==> src/rtl/sb_pkg.sv <==
package sb_pkg;
  typedef enum logic [1:0] {
    OP_ALU  = 2'd0,
    OP_SFU  = 2'd1,
    OP_SMEM = 2'd2,
    OP_GMEM = 2'd3
  } op_class_e;
endpackage

==> src/rtl/sb_short_timers.sv <==
module sb_short_timers #(
  parameter int N     = 64,
  parameter int CNT_W = 5,
  localparam int IW   = $clog2(N)
) (
  input  logic             clk,
  input  logic             rst,
  input  logic             load_en,
  input  logic [IW-1:0]    load_idx,
  input  logic [CNT_W-1:0] load_val,
  output logic [N-1:0]     busy
);
  for (genvar i = 0; i < N; i++) begin : g_ent
    logic [CNT_W-1:0] cnt;
    always_ff @(posedge clk) begin
      if (rst)
        cnt <= '0;
      else if (load_en && load_idx == IW'(i))
        cnt <= load_val;
      else if (cnt != '0)
        cnt <= cnt - 1'b1;
    end
    assign busy[i] = |cnt;
  end
endmodule

==> src/rtl/sb_long_flags.sv <==
module sb_long_flags #(
  parameter int N   = 64,
  localparam int IW = $clog2(N)
) (
  input  logic          clk,
  input  logic          rst,
  input  logic          set_en,
  input  logic [IW-1:0] set_idx,
  input  logic          clr_en,
  input  logic [IW-1:0] clr_idx,
  output logic [N-1:0]  busy
);
  for (genvar i = 0; i < N; i++) begin : g_flag
    always_ff @(posedge clk) begin
      if (rst)
        busy[i] <= 1'b0;
      else if (clr_en && clr_idx == IW'(i))
        busy[i] <= 1'b0;
      else if (set_en && set_idx == IW'(i))
        busy[i] <= 1'b1;
    end
  end
endmodule

==> src/rtl/sb_query.sv <==
module sb_query #(
  parameter int N    = 64,
  parameter int NSRC = 3,
  localparam int IW  = $clog2(N)
) (
  input  logic [N-1:0]             pend,
  input  logic [NSRC-1:0][IW-1:0]  idx,
  input  logic [NSRC-1:0]          src_en,
  output logic                     ready
);
  always_comb begin
    ready = 1'b1;
    for (int s = 0; s < NSRC; s++)
      if (src_en[s] && pend[idx[s]])
        ready = 1'b0;
  end
endmodule

==> src/rtl/sb_scoreboard.sv <==
module sb_scoreboard
  import sb_pkg::*;
#(
  parameter int NUM_WARPS = 4,
  parameter int NUM_REGS  = 16,
  parameter int LAT_ALU   = 4,
  parameter int LAT_SFU   = 16,
  parameter int LAT_SMEM  = 23,
  localparam int WW       = $clog2(NUM_WARPS),
  localparam int RW       = $clog2(NUM_REGS),
  localparam int IW       = WW + RW,
  localparam int N        = NUM_WARPS * NUM_REGS,
  localparam int LAT_MAX  = (LAT_ALU > LAT_SFU) ? ((LAT_ALU > LAT_SMEM) ? LAT_ALU : LAT_SMEM)
                                               : ((LAT_SFU > LAT_SMEM) ? LAT_SFU : LAT_SMEM),
  localparam int CNT_W    = $clog2(LAT_MAX + 1)
) (
  input  logic          clk,
  input  logic          rst,
  input  logic          iss_valid,
  input  logic [WW-1:0] iss_warp,
  input  logic [RW-1:0] iss_reg,
  input  logic [1:0]    iss_cls,
  input  logic          wb_valid,
  input  logic [WW-1:0] wb_warp,
  input  logic [RW-1:0] wb_reg,
  input  logic [WW-1:0] q_warp,
  input  logic [RW-1:0] q_src0,
  input  logic [RW-1:0] q_src1,
  input  logic [RW-1:0] q_src2,
  input  logic [2:0]    q_use,
  output logic          q_ready,
  output logic          wb_err
);
  logic [N-1:0]         sh_busy;
  logic [N-1:0]         lg_busy;
  logic [N-1:0]         pend;
  logic [IW-1:0]        iss_idx;
  logic [IW-1:0]        wb_idx;
  logic                 iss_ok;
  logic                 wb_hit;
  logic [CNT_W-1:0]     lat_sel;
  logic [2:0][IW-1:0]   q_idx;
  op_class_e            cls;

  assign iss_idx = {iss_warp, iss_reg};
  assign wb_idx  = {wb_warp, wb_reg};
  assign pend    = sh_busy | lg_busy;
  assign cls     = op_class_e'(iss_cls);
  // A destination with any live entry blocks the new write.
  assign iss_ok  = iss_valid && !pend[iss_idx];
  assign wb_hit  = wb_valid && lg_busy[wb_idx];

  always_comb begin
    case (cls)
      OP_SFU:  lat_sel = CNT_W'(LAT_SFU);
      OP_SMEM: lat_sel = CNT_W'(LAT_SMEM);
      default: lat_sel = CNT_W'(LAT_ALU);
    endcase
  end

  sb_short_timers #(.N(N), .CNT_W(CNT_W)) u_timers (
    .clk      (clk),
    .rst      (rst),
    .load_en  (iss_ok && cls != OP_GMEM),
    .load_idx (iss_idx),
    .load_val (lat_sel),
    .busy     (sh_busy)
  );

  sb_long_flags #(.N(N)) u_flags (
    .clk     (clk),
    .rst     (rst),
    .set_en  (iss_ok && cls == OP_GMEM),
    .set_idx (iss_idx),
    .clr_en  (wb_hit),
    .clr_idx (wb_idx),
    .busy    (lg_busy)
  );

  assign q_idx = {{q_warp, q_src2}, {q_warp, q_src1}, {q_warp, q_src0}};

  sb_query #(.N(N), .NSRC(3)) u_query (
    .pend   (pend),
    .idx    (q_idx),
    .src_en (q_use),
    .ready  (q_ready)
  );

  always_ff @(posedge clk) begin
    if (rst)
      wb_err <= 1'b0;
    else if (wb_valid && !lg_busy[wb_idx])
      wb_err <= 1'b1;
  end
endmodule

==> config.mk <==
export PLATFORM = sky130hd
export DESIGN_NAME = sb_scoreboard
export DESIGN_NICKNAME = d
export VERILOG_FILES = /design/src/rtl/sb_pkg.sv /design/src/rtl/sb_short_timers.sv /design/src/rtl/sb_long_flags.sv /design/src/rtl/sb_query.sv /design/src/rtl/sb_scoreboard.sv
export SDC_FILE = /design/constraint.sdc
export NUM_CORES = 1
export LEC_CHECK = 0
export BUFFER_PORTS_ARGS = -buffer_cell sky130_fd_sc_hd__buf_4
export CAP_MARGIN = 20
export CORE_MARGIN = 2
export CORE_UTILIZATION = 60
export CTS_BUF_LIST = sky130_fd_sc_hd__clkbuf_8
export DETAILED_ROUTE_END_ITERATION = 8
export HOLD_SLACK_MARGIN = 0.08
export PLACE_DENSITY = 0.86
export SYNTH_ARGS = -nofsm -noshare
export SYNTH_HDL_FRONTEND = slang
export SYNTH_SLANG_ARGS = --single-unit
==> constraint.sdc <==
create_clock -name clk -period 3.7 [get_ports clk]
set_input_delay 0.185 -clock clk [delete_from_list [all_inputs] [get_ports clk]]
set_output_delay 0.185 -clock clk [all_outputs]
set_load 0.01 [all_outputs]
==> metrics.md <==
| Metric | Value |
|---|---|
| Antenna violations before repair | 2 |
| Worst path max stage delay | 480 ps |
| Most used cell, CP | buf_4 |
| H-tree depth | 3 |
| DR vias/cell | 6.87 |
| Layout Nets | around 3.1k |
| Flops & latches, synth | about 390 |
| Crit-path cells | inv_1 > ha_1 > nor4b_4 > buf_4 > nand2b_1 > mux4_2 > nor3b_2 > nor4_2 > buf_4 > a211oi_2 > o221ai_1 > a32oi_2 > buf_4 |
| CP max FO | 6 |
| Tcrit/Tclk final | 101% |
| Top-area cell type share of the netlist area | between 30 and 40% |
| Hold Fails Final Rpt | 0 |
| Run status | complete, but fails checks |
| Layout cells sized above 1 | around 17% |
| Largest area contributor in the netlist | dfxtp_1 |
| Power Internal | 15800 uW |
| Largest net degree at the start of global routing | between 150 and 200 |
| CTS sink count | between 300 and 400 |
| HP Class | in2reg |
| Violated checks | DRC, setup timing |
| Worst reg-to-reg setup slack | -50 ps |
| CTS Buffer Depth | 3 |
| Fmax achieved | about 270 MHz |
| Die height | between 200 and 250 um |
| Max Slew Vio Count | 0 |
| RSZ-0062 raised after global routing | true |
| Switching pwr | between 10000 and 15000 uW |
| DR DRC count | 2 |
| CTS tree | built |
| DP Area | 0.0251 mm^2 |
| Die ar. | a little over 0.04 mm^2 |
| Via total after detailed routing | between 20k and 25k |
| LEAKAGE | a little over 0.01 uW |
| Top Ports | 37 |
| Clk_skew | 41.5 ps |
| Pre-CTS WS | -101 ps |
| Synth Instances | roughly 2.8k |
| Avg Cell Area, Syn | between 8 and 9 um^2 |
| Global-route usage over all layers | a little under two fifths |
| Clock power frac | roughly 16% |
| Iter 0 DRT Violations | 3526 |
| Vias in the first global route | ~23k |
| Peak supply drop | approximately 0.00074 V |
| Logic pwr share | 57.2% |
| Max stage delay cell, worst path | mux4_2 |
| Ys Warns | 0 |
| Core Area | 0.0387 mm^2 |
| First-pass GRT wire length | around 120 mm |
| Post-synthesis async set-or-reset flop share | 0% |
| Switch share | roughly 43% |
| Post-synth top flop | dfxtp_1 |
| Port Buf Inserts | 36 |
| Critical Path RT | between 3000 and 4000 ps |
| Routed Antenna Nets | 0 |
| Total gr overflow | 0 |
| DP Wirelength | ~55 mm |
| Drt wl/cell | between 20 and 25 um |
| Syn Nets | approximately 3.0k |
| Initial core utilization | about 61% |
| Reg power frac | a little over a quarter |
| Worst-Margin Slew | around 1300 ps |
| DRT Wirelength | around 83 mm |
| Synth Cell Area | ~0.024 mm^2 |
| Worst-path clk slew | 60 ps |
| First-pass DRT Iterations | 9 |
| Post-synth EDFFs | 0 |
| Total CTS buffers | 70 |
| Setup slack after layout | -55.2 ps |
| Tmin final | between 3000 and 4000 ps |
| P&R area growth vs syn | 15.8% |
| Post-synthesis sequential area ratio | between 30 and 40% |
| Rel. slew slack | roughly 11% |
| Std cell rows | 72 |
| Max cap viols | 0 |
| Final instance area | between 0.02 and 0.03 mm^2 |
| Routability cong. | ~1.0 |
| Ranking of synthesized cells by area | dfxtp_1, ha_1, a21oi_1, xnor2_1, mux4_2 |
| Worst skew pair latency | about 670 ps |
| Endpoints failing setup | 7 |
| Die W | between 200 and 250 um |
| Setup tns final | -213 ps |
| Library cells used by synthesis | between 70 and 80 |
| CP Data Arrival Time | between 3000 and 4000 ps |
| PwrDens | 1020 mW/mm^2 |
| Startpoint types | flip-flop |
| Kind of end point of the critical path | output port |
| Worst setup path class | reg2out |
| Root buffer selected by CTS | clkbuf_8 |
-- critical path, delay by kind of cell, from the launching register on --
family	cells	cell delay [ps]
compound gates	3	620
flops	1	330
simple gates	4	650
mux	1	480
fa+ha+maj	1	200
buf+inv	4	630
-- flip-flops by register name, indices dropped and copies added, names as in the netlist --
| register | count |
|---|---|
| u_flags.busy | 64 |
| u_timers.g_ent.cnt | 320 |
| wb_err | 1 |
-- path summary, 6_finish.rpt --
path	start	endpoint	cells past startpoint
min reg2reg	u_timers.g_ent[48].cnt[1]	u_timers.g_ent[48].cnt[1]	2
max	u_timers.g_ent[55].cnt[0]	q_ready	13
min	rst	u_timers.g_ent[40].cnt[3]	2
max reg2reg	u_timers.g_ent[31].cnt[0]	u_timers.g_ent[16].cnt[0]	12
-- metrics by stage --
stage               power, uW  hold WS (ps)  cells  utilization (%)
floorplan               17600           326   2834                -
global placement        21100           455   3367             64.7
detailed placement      22000           465   3367             64.7
CTS                     26700          84.6   3499             69.0
global route            29500           125   3520             70.6
finish                  27800          70.3   3520             70.6
-- area by class of cell --
type / count / area (um^2)
Inverter: 147 / 552
Timing Repair Buffer: 210 / 1780
Sequential cell: 385 / 7710
Fill cell: 2803 / 11400
Antenna cell: 1 / 2.50
Clock buffer: 90 / 1240
Multi-Input combinational cell: 2135 / 15100
Clock inverter: 34 / 279
Tap cell: 518 / 648
-- synthesized netlist by cell type (5+ instances only) --
master     instances
a2111oi_0          6
a211oi_1          68
a21oi_1          291
a221oi_1          18
a22oi_1           21
a31oi_1           53
a32oi_1            6
a41oi_1           19
and2_1            14
and2b_1            6
buf_1              6
buf_2             18
clkbuf_1         140
dfxtp_1          385
ha_1             131
inv_1            146
mux2i_1            5
mux4_2            54
nand2_1          178
nand2b_1          42
nand3_1           54
nand3b_1           6
nand4_1            9
nor2_1           268
nor2b_1           54
nor3_1           215
nor4_1            12
nor4b_1           32
nor4b_2           23
o211ai_1          51
o21ai_0           63
o22a_1            14
o22ai_1            8
o311ai_0          13
o31ai_1           12
o32a_1            18
or2_2             22
or3_1             75
or4_1             25
or4b_1            15
or4b_2            14
xnor2_1          139
xor2_1            31
-- power groups by stage --
stage,clock network [uW],logic (uW),registers (uW)
floorplan,0,10600,7020
global placement,0,13900,7240
detailed placement,0,14600,7360
CTS,4420,14900,7320
global route,4630,17200,7630
finish,4430,15900,7460
-- placed cells by master, fill, tap and decap left out, types with 11 or more instances in the layout --
cell type,Yosys,final
dfxtp_1,385,383
a21oi_1,291,277
nor2_1,268,258
nor3_1,215,209
buf_4,1,191
nand2_1,178,178
inv_1,146,156
xnor2_1,139,139
ha_1,131,127
clkbuf_8,0,90
a211oi_1,68,67
or3_1,75,61
o21ai_0,63,58
mux4_2,54,54
nand3_1,54,54
a31oi_1,53,53
o211ai_1,51,51
nor2b_1,54,49
nand2b_1,42,40
nor4b_1,32,31
xor2_1,31,31
or4_1,25,24
or2_2,22,22
a22oi_1,21,21
a41oi_1,19,19
o32a_1,18,18
a221oi_1,18,18
nor4b_2,23,15
or4b_4,0,14
and2_1,14,14
or3_4,0,14
a21oi_2,0,14
o22a_1,14,14
o311ai_0,13,12
nor4b_4,2,11
o31ai_1,12,11
-- cell families after synthesis --
family | share of synthesized area (%)
simple gates | 24.6
compound gates | 18.9
flops | 32.6
buf+inv | 5.21
xor+xnor | 6.30
fa+ha+maj | 6.94
mux | 5.36
-- metal layers --
layer  wire length (um)  GRT usage [%]  vias to the layer above  part of all wire [%]
li1                   -              -                    10600                     -
met2              36100           59.8                     1727                    43
met3              11000           11.7                      527                    13
met1              29400           45.5                    11300                    35
met4               6440           24.9                        6                   7.8
met5                 88          0.833                        -                  0.11
-- what timing repair did --
item                                    4_1_cts  5_1_grt
pin swaps                                     4       46
endpoints found under the setup margin       44       55
setup buffers                                 4        9
endpoints found under the hold margin         9        0
gates cloned                                  0        8
resized for setup                            17       85
hold buffers                                  4        0
No activity file was read; power rests on OpenSTA's default activity.
